### src/rtl/rtc_cal_pkg.sv
package rtc_cal_pkg;
  localparam int FIELD_W    = 8;
  localparam int NUM_FIELDS = 7;
  localparam int SEL_W      = $clog2(NUM_FIELDS);

  typedef enum logic [SEL_W-1:0] {
    FLD_SEC   = 3'd0,
    FLD_MIN   = 3'd1,
    FLD_HOUR  = 3'd2,
    FLD_DOW   = 3'd3,
    FLD_DATE  = 3'd4,
    FLD_MONTH = 3'd5,
    FLD_YEAR  = 3'd6
  } field_e;

  // increment a two-digit BCD value, no wrap check
  function automatic logic [FIELD_W-1:0] bcd_inc(input logic [FIELD_W-1:0] v);
    if (v[3:0] == 4'd9) return {v[7:4] + 4'd1, 4'd0};
    return {v[7:4], v[3:0] + 4'd1};
  endfunction

  function automatic logic leap_year(input logic [FIELD_W-1:0] yr);
    logic [6:0] bin;
    bin = {3'b0, yr[7:4]} * 7'd10 + {3'b0, yr[3:0]};
    return bin[1:0] == 2'b00;
  endfunction

  function automatic logic [FIELD_W-1:0] month_len(input logic [FIELD_W-1:0] mon,
                                                   input logic [FIELD_W-1:0] yr);
    case (mon)
      8'h02:                      return leap_year(yr) ? 8'h29 : 8'h28;
      8'h04, 8'h06, 8'h09, 8'h11: return 8'h30;
      default:                    return 8'h31;
    endcase
  endfunction

  function automatic logic [FIELD_W-1:0] hour_next(input logic [FIELD_W-1:0] h,
                                                   input logic mode12);
    logic [7:0] d;
    if (!mode12) return (h == 8'h23) ? 8'h00 : bcd_inc(h);
    d = bcd_inc({3'b0, h[4:0]});
    if (h[4:0] == 5'h12) return {2'b0, h[5], 5'h01};
    if (h[4:0] == 5'h11) return {2'b0, ~h[5], 5'h12};
    return {2'b0, h[5], d[4:0]};
  endfunction

  function automatic logic hour_day_end(input logic [FIELD_W-1:0] h, input logic mode12);
    if (!mode12) return h == 8'h23;
    return h[5] && (h[4:0] == 5'h11);
  endfunction
endpackage

### src/rtl/rtc_time_chain.sv
module rtc_time_chain
  import rtc_cal_pkg::*;
(
  input  logic               clk,
  input  logic               rst_n,
  input  logic               step,
  input  logic               mode12,
  input  logic               wr_sec,
  input  logic               wr_min,
  input  logic               wr_hour,
  input  logic [FIELD_W-1:0] wr_data,
  output logic [FIELD_W-1:0] sec_q,
  output logic [FIELD_W-1:0] min_q,
  output logic [FIELD_W-1:0] hour_q,
  output logic               min_wrap,
  output logic               day_carry
);
  logic sec_wrap;

  assign sec_wrap  = step && (sec_q == 8'h59);
  assign min_wrap  = sec_wrap && (min_q == 8'h59);
  assign day_carry = min_wrap && hour_day_end(hour_q, mode12);

  always_ff @(posedge clk) begin
    if (!rst_n) begin
      sec_q  <= '0;
      min_q  <= '0;
      hour_q <= '0;
    end else begin
      if (wr_sec)        sec_q <= wr_data;
      else if (step)     sec_q <= sec_wrap ? 8'h00 : bcd_inc(sec_q);
      if (wr_min)        min_q <= wr_data;
      else if (sec_wrap) min_q <= min_wrap ? 8'h00 : bcd_inc(min_q);
      if (wr_hour)       hour_q <= wr_data;
      else if (min_wrap) hour_q <= hour_next(hour_q, mode12);
    end
  end

  a_r1_sec_hold: assert property (@(posedge clk) disable iff (!rst_n)
    (!step && !wr_sec) |=> $stable(sec_q));
  a_r9_sec_load: assert property (@(posedge clk) disable iff (!rst_n)
    wr_sec |=> sec_q == $past(wr_data));
  a_r3_pm_toggle: assert property (@(posedge clk) disable iff (!rst_n)
    (min_wrap && mode12 && hour_q[4:0] == 5'h11) |=> hour_q[5] != $past(hour_q[5]));
endmodule

### src/rtl/rtc_date_chain.sv
module rtc_date_chain
  import rtc_cal_pkg::*;
(
  input  logic               clk,
  input  logic               rst_n,
  input  logic               step,
  input  logic               wr_dow,
  input  logic               wr_date,
  input  logic               wr_month,
  input  logic               wr_year,
  input  logic [FIELD_W-1:0] wr_data,
  output logic [FIELD_W-1:0] dow_q,
  output logic [FIELD_W-1:0] date_q,
  output logic [FIELD_W-1:0] month_q,
  output logic [FIELD_W-1:0] year_q
);
  localparam logic [FIELD_W-1:0] LAST_DOW = 8'h06;
  logic mon_end, yr_end;

  assign mon_end = step && (date_q == month_len(month_q, year_q));
  assign yr_end  = mon_end && (month_q == 8'h12);

  always_ff @(posedge clk) begin
    if (!rst_n) begin
      dow_q   <= '0;
      date_q  <= 8'h01;
      month_q <= 8'h01;
      year_q  <= '0;
    end else begin
      if (wr_dow)        dow_q <= wr_data;
      else if (step)     dow_q <= (dow_q == LAST_DOW) ? 8'h00 : dow_q + 8'h01;
      if (wr_date)       date_q <= wr_data;
      else if (step)     date_q <= mon_end ? 8'h01 : bcd_inc(date_q);
      if (wr_month)      month_q <= wr_data;
      else if (mon_end)  month_q <= yr_end ? 8'h01 : bcd_inc(month_q);
      if (wr_year)       year_q <= wr_data;
      else if (yr_end)   year_q <= (year_q == 8'h99) ? 8'h00 : bcd_inc(year_q);
    end
  end

  a_r7_dow_wrap: assert property (@(posedge clk) disable iff (!rst_n)
    (step && !wr_dow && dow_q == LAST_DOW) |=> dow_q == 8'h00);
  a_r4_month_start: assert property (@(posedge clk) disable iff (!rst_n)
    (mon_end && !wr_date) |=> date_q == 8'h01);
  a_r6_year_hold: assert property (@(posedge clk) disable iff (!rst_n)
    (!yr_end && !wr_year) |=> $stable(year_q));
endmodule

### src/rtl/rtc_bcd_calendar.sv
module rtc_bcd_calendar
  import rtc_cal_pkg::*;
(
  input  logic               clk,
  input  logic               rst_n,
  input  logic               tick_1hz,
  input  logic               fmt_12h,
  input  logic               wr_en,
  input  logic [SEL_W-1:0]   wr_field,
  input  logic [FIELD_W-1:0] wr_data,
  output logic [FIELD_W-1:0] rd_sec,
  output logic [FIELD_W-1:0] rd_min,
  output logic [FIELD_W-1:0] rd_hour,
  output logic [FIELD_W-1:0] rd_date,
  output logic [FIELD_W-1:0] rd_month,
  output logic [FIELD_W-1:0] rd_year,
  output logic [FIELD_W-1:0] rd_dow,
  output logic               hour_rolled,
  output logic               date_rolled
);
  logic [NUM_FIELDS-1:0] wr_hit;
  logic pend_q, advance, min_wrap, day_carry;
  logic hr_strobe_q, dt_strobe_q;

  for (genvar i = 0; i < NUM_FIELDS; i++) begin : g_wr_dec
    assign wr_hit[i] = wr_en && (wr_field == SEL_W'(i));
  end

  // a write always wins the cycle; the tick waits in pend_q
  assign advance = pend_q && !wr_en;

  always_ff @(posedge clk) begin
    if (!rst_n) begin
      pend_q      <= 1'b0;
      hr_strobe_q <= 1'b0;
      dt_strobe_q <= 1'b0;
    end else begin
      if (wr_hit[FLD_SEC]) pend_q <= 1'b0;
      else if (tick_1hz)   pend_q <= 1'b1;
      else if (advance)    pend_q <= 1'b0;
      hr_strobe_q <= min_wrap;
      dt_strobe_q <= day_carry;
    end
  end

  rtc_time_chain i_time (
    .clk, .rst_n, .step(advance), .mode12(fmt_12h),
    .wr_sec(wr_hit[FLD_SEC]), .wr_min(wr_hit[FLD_MIN]), .wr_hour(wr_hit[FLD_HOUR]),
    .wr_data, .sec_q(rd_sec), .min_q(rd_min), .hour_q(rd_hour),
    .min_wrap, .day_carry
  );

  rtc_date_chain i_date (
    .clk, .rst_n, .step(day_carry),
    .wr_dow(wr_hit[FLD_DOW]), .wr_date(wr_hit[FLD_DATE]),
    .wr_month(wr_hit[FLD_MONTH]), .wr_year(wr_hit[FLD_YEAR]),
    .wr_data, .dow_q(rd_dow), .date_q(rd_date), .month_q(rd_month), .year_q(rd_year)
  );

  assign hour_rolled = hr_strobe_q;
  assign date_rolled = dt_strobe_q;

  a_r10_sec_write_drops: assert property (@(posedge clk) disable iff (!rst_n)
    wr_hit[FLD_SEC] |=> !pend_q);
  a_r8_idle_hold: assert property (@(posedge clk) disable iff (!rst_n)
    (!pend_q && !wr_en) |=> $stable(rd_sec));
  a_r11_hour_strobe: assert property (@(posedge clk) disable iff (!rst_n)
    hour_rolled |-> (rd_min == 8'h00 && rd_sec == 8'h00));
  a_r11_hour_pulse: assert property (@(posedge clk) disable iff (!rst_n)
    hour_rolled |=> !hour_rolled);
  a_r11_date_strobe: assert property (@(posedge clk) disable iff (!rst_n)
    date_rolled |-> (rd_hour == 8'h00 || rd_hour == 8'h12));
endmodule

### config.mk
export PLATFORM = sky130hd
export DESIGN_NAME = rtc_bcd_calendar
export DESIGN_NICKNAME = d
export VERILOG_FILES = /design/src/rtl/rtc_cal_pkg.sv /design/src/rtl/rtc_time_chain.sv /design/src/rtl/rtc_date_chain.sv /design/src/rtl/rtc_bcd_calendar.sv
export SDC_FILE = /design/constraint.sdc
export NUM_CORES = 1
export LEC_CHECK = 0
export ABC_CLOCK_PERIOD_IN_PS = 3050
export CAP_MARGIN = 25
export CORE_ASPECT_RATIO = 1.2
export CORE_UTILIZATION = 53
export DETAILED_ROUTE_END_ITERATION = 8
export PLACE_DENSITY = 0.81
export SKIP_CTS_REPAIR_TIMING = 1
export SYNTH_ARGS = -nofsm -noshare
export SYNTH_HDL_FRONTEND = slang
export SYNTH_SLANG_ARGS = --single-unit
### constraint.sdc
create_clock -name clk -period 3.05 [get_ports clk]
set_input_delay 0.305 -clock clk [delete_from_list [all_inputs] [get_ports clk]]
set_output_delay 0.305 -clock clk [all_outputs]
set_load 0.005 [all_outputs]
After elaboration in Yosys (flattened, before gate mapping)
Index checks and enable logic that the tools add are counted.

Output and inout port bits: 58. Memory bits (writable): 0. Memories kept: 0. Register bits after elaboration: 59. Bits in read-only memories: 0. Bits in latches: 0.

Mux-type cells: 90. Bitwise operators: 2. Add/subtract/negate cells: 15. Shift operators: 0. Div/mod/pow operators: 0. Reductions and logical operators: 41. Order comparisons: 0. Multiply operators: 1. Equality and inequality tests: 26.

Operators with widths (count): 2-to-1 mux 8 bit (39); adder 4 x 1 -> 4 bit, second input constant (12); 2-to-1 mux 1 bit (48); equality test 4 bit, second input constant (6); equality test 8 x 3 -> 1 bit, second input constant (3); equality test 8 x 5 -> 1 bit, second input constant (2); equality test 8 x 7 -> 1 bit, second input constant (2); one-hot mux 8 bit (2 select lines) (1); nonzero test 2 bit (8); nonzero test 3 bit (5); logical AND 1 bit (14); AND reduction 2 bit (7); equality test 5 bit, second input constant (2); 2-to-1 mux 5 bit (2); equality test 3 bit, second input constant (3); adder 8 x 1 -> 8 bit, second input constant (1); equality test 8 x 2 -> 1 bit, second input constant (1); equality test 8 x 4 -> 1 bit, second input constant (1); equality test 8 x 6 -> 1 bit, second input constant (1); equality test 8 bit (1); equality test 8 bit, second input constant (1); equality test 3 x 2 -> 1 bit, second input constant (2); nonzero test 5 bit (1); multiplier 4 x 3 -> 1 bit, second input constant (1); other kinds (10) (11).

Longest topological paths before layout
Gate-level depths: netlist (run 1).

Word-level depth: 21. Gate-level depth with buffers: 11. Mapped depth without buffers: 8.

Modules after synthesis
A second synthesis (run 1) with hierarchy kept.

Cells, all modules: 515. Area, all modules: 4187.8 um2.

By module, submodules not included: rtc_date_chain (cells each 285, times used 1, area an instance 2316.0 um2, sequential area each 640.6 um2); rtc_time_chain (cells each 210, times used 1, area an instance 1706.6 um2, sequential area each 480.5 um2); rtc_bcd_calendar (cells each 20, times used 1, area an instance 165.2 um2, sequential area each 60.1 um2).

Least setup slack after synthesis (run 1)
No wires, ideal clock.

Path kind: flip-flop to flip-flop. Start point: register i_time.min_q[0]. End point: register i_date.year_q[0]. Path buffers: 2. Clock period less this slack: 2598 ps. Stages on the path, launching flop included: 10. Arrival time: 2524 ps. Path slack: 452 ps. Data required time: 2976 ps. Cell sequence: dfxtp_1 ha_1 and3b_1 clkbuf_1 and4_2 o21ai_2 or4_4 buf_6 or4_1 a31oi_1.

Cells in the longest elaborated chain, start to end: 6.

Ends and longest elaborated chain: start: declaration (line rtc_time_chain.sv:13) `output logic [FIELD_W-1:0] min_q,`; start signal: assignment (line rtc_time_chain.sv:32) `if (wr_min) min_q <= wr_data;`; start signal: assignment (line rtc_time_chain.sv:33) `else if (sec_wrap) min_q <= min_wrap ? 8'h00 : bcd_inc(min_q);`; equality test 8 x 7 -> 1 bit (line rtc_time_chain.sv:21) `assign min_wrap = sec_wrap && (min_q == 8'h59);`; logical AND 1 bit (line rtc_time_chain.sv:21); logical AND 1 bit (line rtc_time_chain.sv:22) `assign day_carry = min_wrap && hour_day_end(hour_q, mode12);`; logical AND 1 bit (line rtc_date_chain.sv:20) `assign mon_end = step && (date_q == month_len(month_q, year_q));`; logical AND 1 bit (line rtc_date_chain.sv:21) `assign yr_end = mon_end && (month_q == 8'h12);`; nonzero test 2 bit (no source line); end signal: assignment (line rtc_date_chain.sv:36) `if (wr_year) year_q <= wr_data;`; end signal: assignment (line rtc_date_chain.sv:37) `else if (yr_end) year_q <= (year_q == 8'h99) ? 8'h00 : bcd_inc(year_q);`; end: declaration (line rtc_date_chain.sv:15) `output logic [FIELD_W-1:0] year_q`.

Every way passes these cells. A chain may end at the register's enable or synchronous reset.

Final worst setup path (run 1)
Start point: register i_date.month_q[4]. End point: register i_date.year_q[3].

Cells in the longest elaborated chain, start to end: 7.

Ends and longest elaborated chain: start: declaration (line rtc_date_chain.sv:14) `output logic [FIELD_W-1:0] month_q,`; start signal: assignment (line rtc_date_chain.sv:34) `if (wr_month) month_q <= wr_data;`; start signal: assignment (line rtc_date_chain.sv:35) `else if (mon_end) month_q <= yr_end ? 8'h01 : bcd_inc(month_q);`; equality test 8 x 3 -> 1 bit (tied with other cells) (line rtc_cal_pkg.sv:30) `case (mon)`; OR reduction 4 bit (line rtc_cal_pkg.sv:30); one-hot mux 8 bit (2 select lines) (line rtc_cal_pkg.sv:30); equality test 8 bit (line rtc_date_chain.sv:20); logical AND 1 bit (line rtc_date_chain.sv:20); logical AND 1 bit * (line rtc_date_chain.sv:21); nonzero test 2 bit (no source line) *.

Every way passes the cells marked *; elsewhere a longest branch is shown, timed or not.

==> results of run 1 <==
final timing paths:
| kind | end | slack [ns] | depth (start not counted) |
|---|---|---|---|
| worst max-delay path | i_date.year_q[3] | 0.20 | 8 |
| worst min-delay path | i_time.hour_q[7] | 0.54 | 2 |
| worst max register to register | i_date.year_q[3] | 0.20 | 8 |
| worst min register to register | i_time.hour_q[7] | 0.54 | 2 |
report_power, final:
part,switching (W),internal [W],leakage (nW)
clock network,0.000330,0.000395,0.0991
registers,0.0000337,0.000792,0.478
logic,0.000115,0.000101,1.23
state kept, by name (all words and copies together) (netlist names):
name and cells:
pend_q 1, date_rolled 1, i_date.year_q 8, i_date.date_q 8, i_time.min_q 8, i_date.month_q 8, hour_rolled 1, i_time.sec_q 8
i_date.dow_q 8, i_time.hour_q 8
kinds of logic (layout without fill, tap and decap cells):
| kind of cell | Yosys count | after routing | synth area share, % |
|---|---|---|---|
| AO/OA/AOI/OAI | 147 | 147 | 23.6 |
| XOR/XNOR | 7 | 7 | 1.53 |
| adder cells (fa/ha/maj) | 22 | 22 | 6.85 |
| buffers and inverters | 49 | 121 | 4.79 |
| flip-flops | 59 | 59 | 29.4 |
| multiplexers | 5 | 5 | 1.25 |
| AND/OR/NAND/NOR | 232 | 232 | 32.6 |
layer usage:
metal / global-route usage, % / part of all wire [%] / vias up
met5: 0 / 0 / -
met3: 4.13 / 6.8 / 31
li1: - / - / 2078
met4: 17.2 / 3.5 / 0
met2: 48.8 / 48 / 184
met1: 38.8 / 42 / 2020
through the flow:
step	std cells	instance area, µm²	worst slack [ns]	hold WS, ns	power, W
3_5_place_dp	666	4820	0.178	0.529	0.00105
2_1_floorplan	521	4020	0.452	0.434	0.000946
4_1_cts	682	5020	0.278	0.538	0.00177
3_3_place_gp	666	4820	0.217	0.511	0.00105
6_report	683	5020	0.204	0.541	0.00177
5_1_grt	683	5020	0.120	0.569	0.00183
placed cells by master (no fill, tap or decap), drive strengths merged, types with 4 or more instances in the layout:
master	n
o211ai	8
nand2	45
buf	10
and4b	4
clkbuf	12
a211oi	9
nand2b	7
or4	12
mux2i	5
nor2b	7
xor2	5
dfxtp	59
or3	5
and3	6
clkdlybuf4s50	73
nor3	27
a31oi	14
or3b	4
o22ai	6
o211a	4
o21ai	45
and3b	6
nand3	26
ha	22
nand3b	6
a21oi	26
o31ai	5
inv	21
a22oi	4
nor2	48
critical path, delay by kind of cell, from the launching register on:
family,cells,cell delay [ns]
adders and majority gates,1,0.17
DFF,1,0.36
and+or+nand+nor,4,1.86
AOI/OAI and AO/OA,2,0.31
buffers and inverters,1,0.09
area by class of cell:
type,count,area (µm²)
tap,90,113
clock buffer,11,141
clock inverter,5,52.6
fill,612,2250
timing repair buffer,84,811
multi-input combinational,413,2650
inverter,21,78.8
sequential,59,1180
==> impl_metrics.tcl, run 1 <==
set metrics [dict create \
    hold_start "i_time.hour_q[7]" \
    path_cells "inv_1 -> ha_1 -> nor3b_1 -> and4_1 -> o211ai_1 -> or4_4 -> or4_1 -> a31oi_1" \
    ys_warn_count 0 \
    report.final.slew_viol_count 0 \
    status "finished, final reports clean" \
    num_rows 34 \
    worst_slew_pin_slew_ns 0.582 \
    slowest_stage "or4_4" \
    synthArstFlopShare_pct 0 \
    drive_gt1_share_pct 6.58 \
    rsz0062_at_grt "no" \
    overflow 0 \
    post-route-drc-count 0 \
    clk_pin_slew_worst_paths_ns 0.07 \
    htree_levels 3 \
    slowest_delay_ns 0.60 \
    fin_crit_ns 2.85 \
    die_x_um 81.5 \
    coreArea_mm2 0.00727 \
    drv_cap 0 \
    arrival_ns 3.12 \
    synth_edf_count 0 \
    cts_buffer_depth 2 \
    tns_ns 0 \
    ant_nets 0 \
    clk_latency_ns 0.35 \
    worstSetupStartpoint "i_date.month_q[4]" \
    wl_per_cell_um 17.3 \
    syn-num-nets 559 \
    clock_sinks 59 \
    p_leak_nw 1.81 \
    netlist-cell-type-count 71 \
    criticalPathCategory "register to register" \
    ys_seq_area_share_pct 29.4 \
    track_usage_pct 30.6 \
    vias 4313 \
    dieArea_mm2 0.00794 \
    ys_top_cells_by_count "dfxtp_1, nor2_1, nand2_1" \
    gp_congestion 0.941 \
    syn-instance-count 521 \
    grt_pass1_wl_um 18800 \
    power_density_mw_per_mm2 352 \
    fmaxAchievable_mhz 351 \
    reg2reg_from "i_date.month_q[4]" \
    dr.pass1.iters 5 \
    nets 626 \
    dp_hpwl_um 8330 \
    cts_buffers 9 \
    routed_wl_um 11800 \
    syn_to_final_growth_pct 25.0 \
    post-route-util_pct 69.0 \
    relSlewSlack_pct 60.9 \
    critical_path_required_ns 3.33 \
    die_h_um 97.4 \
    fin_crit_sh_pct 93.3 \
    grt_pass1_vias 3968 \
    ys_ff_latch 59 \
    critical_path_peak_fanout 21 \
    insertedDiodeCount 0 \
    port_buffers 73 \
    top_level_ports 74 \
    end_kind "register" \
    drt_iter0_drc 348 \
    synth_most_common_cell "dfxtp_1" \
    min_path_type "register to register" \
    cts_tree "done" \
    ys_top_cells_by_area "dfxtp_1, ha_1, o21ai_0" \
    grt_max_degree 39 \
    yosysTopAreaCell "dfxtp_1" \
    vdd_drop_max_v 0.000235 \
    yosysTopAreaCellShare_pct 29.4 \
    crit_path_start_kind "register" \
    ys.flop_type "dfxtp_1" \
    finalHoldViolCount 0 \
    setup_viol 0 \
    synth.avg_cell_area_um2 7.71 \
    antenna_found_initial 0 \
    start_util_pct 55.2 \
    clock-skew-final_ns 0.0101 \
    routed_via_density 6.31 \
    cts_root_buf "clkbuf_8" \
    synth_area_mm2 0.00402 \
]
No activity file was read; power rests on OpenSTA's default activity.
==> run 2, diff against run 1 <==
--- a/config.mk
+++ b/config.mk
@@ -12,6 +12,7 @@
 export DETAILED_ROUTE_END_ITERATION = 8
 export PLACE_DENSITY = 0.81
 export SKIP_CTS_REPAIR_TIMING = 1
+export SKIP_LAST_GASP = 1
 export SYNTH_ARGS = -nofsm -noshare
 export SYNTH_HDL_FRONTEND = slang
 export SYNTH_SLANG_ARGS = --single-unit
==> results of run 2 <==
The final DEF is identical to that of run 1; final timing and power are the same.
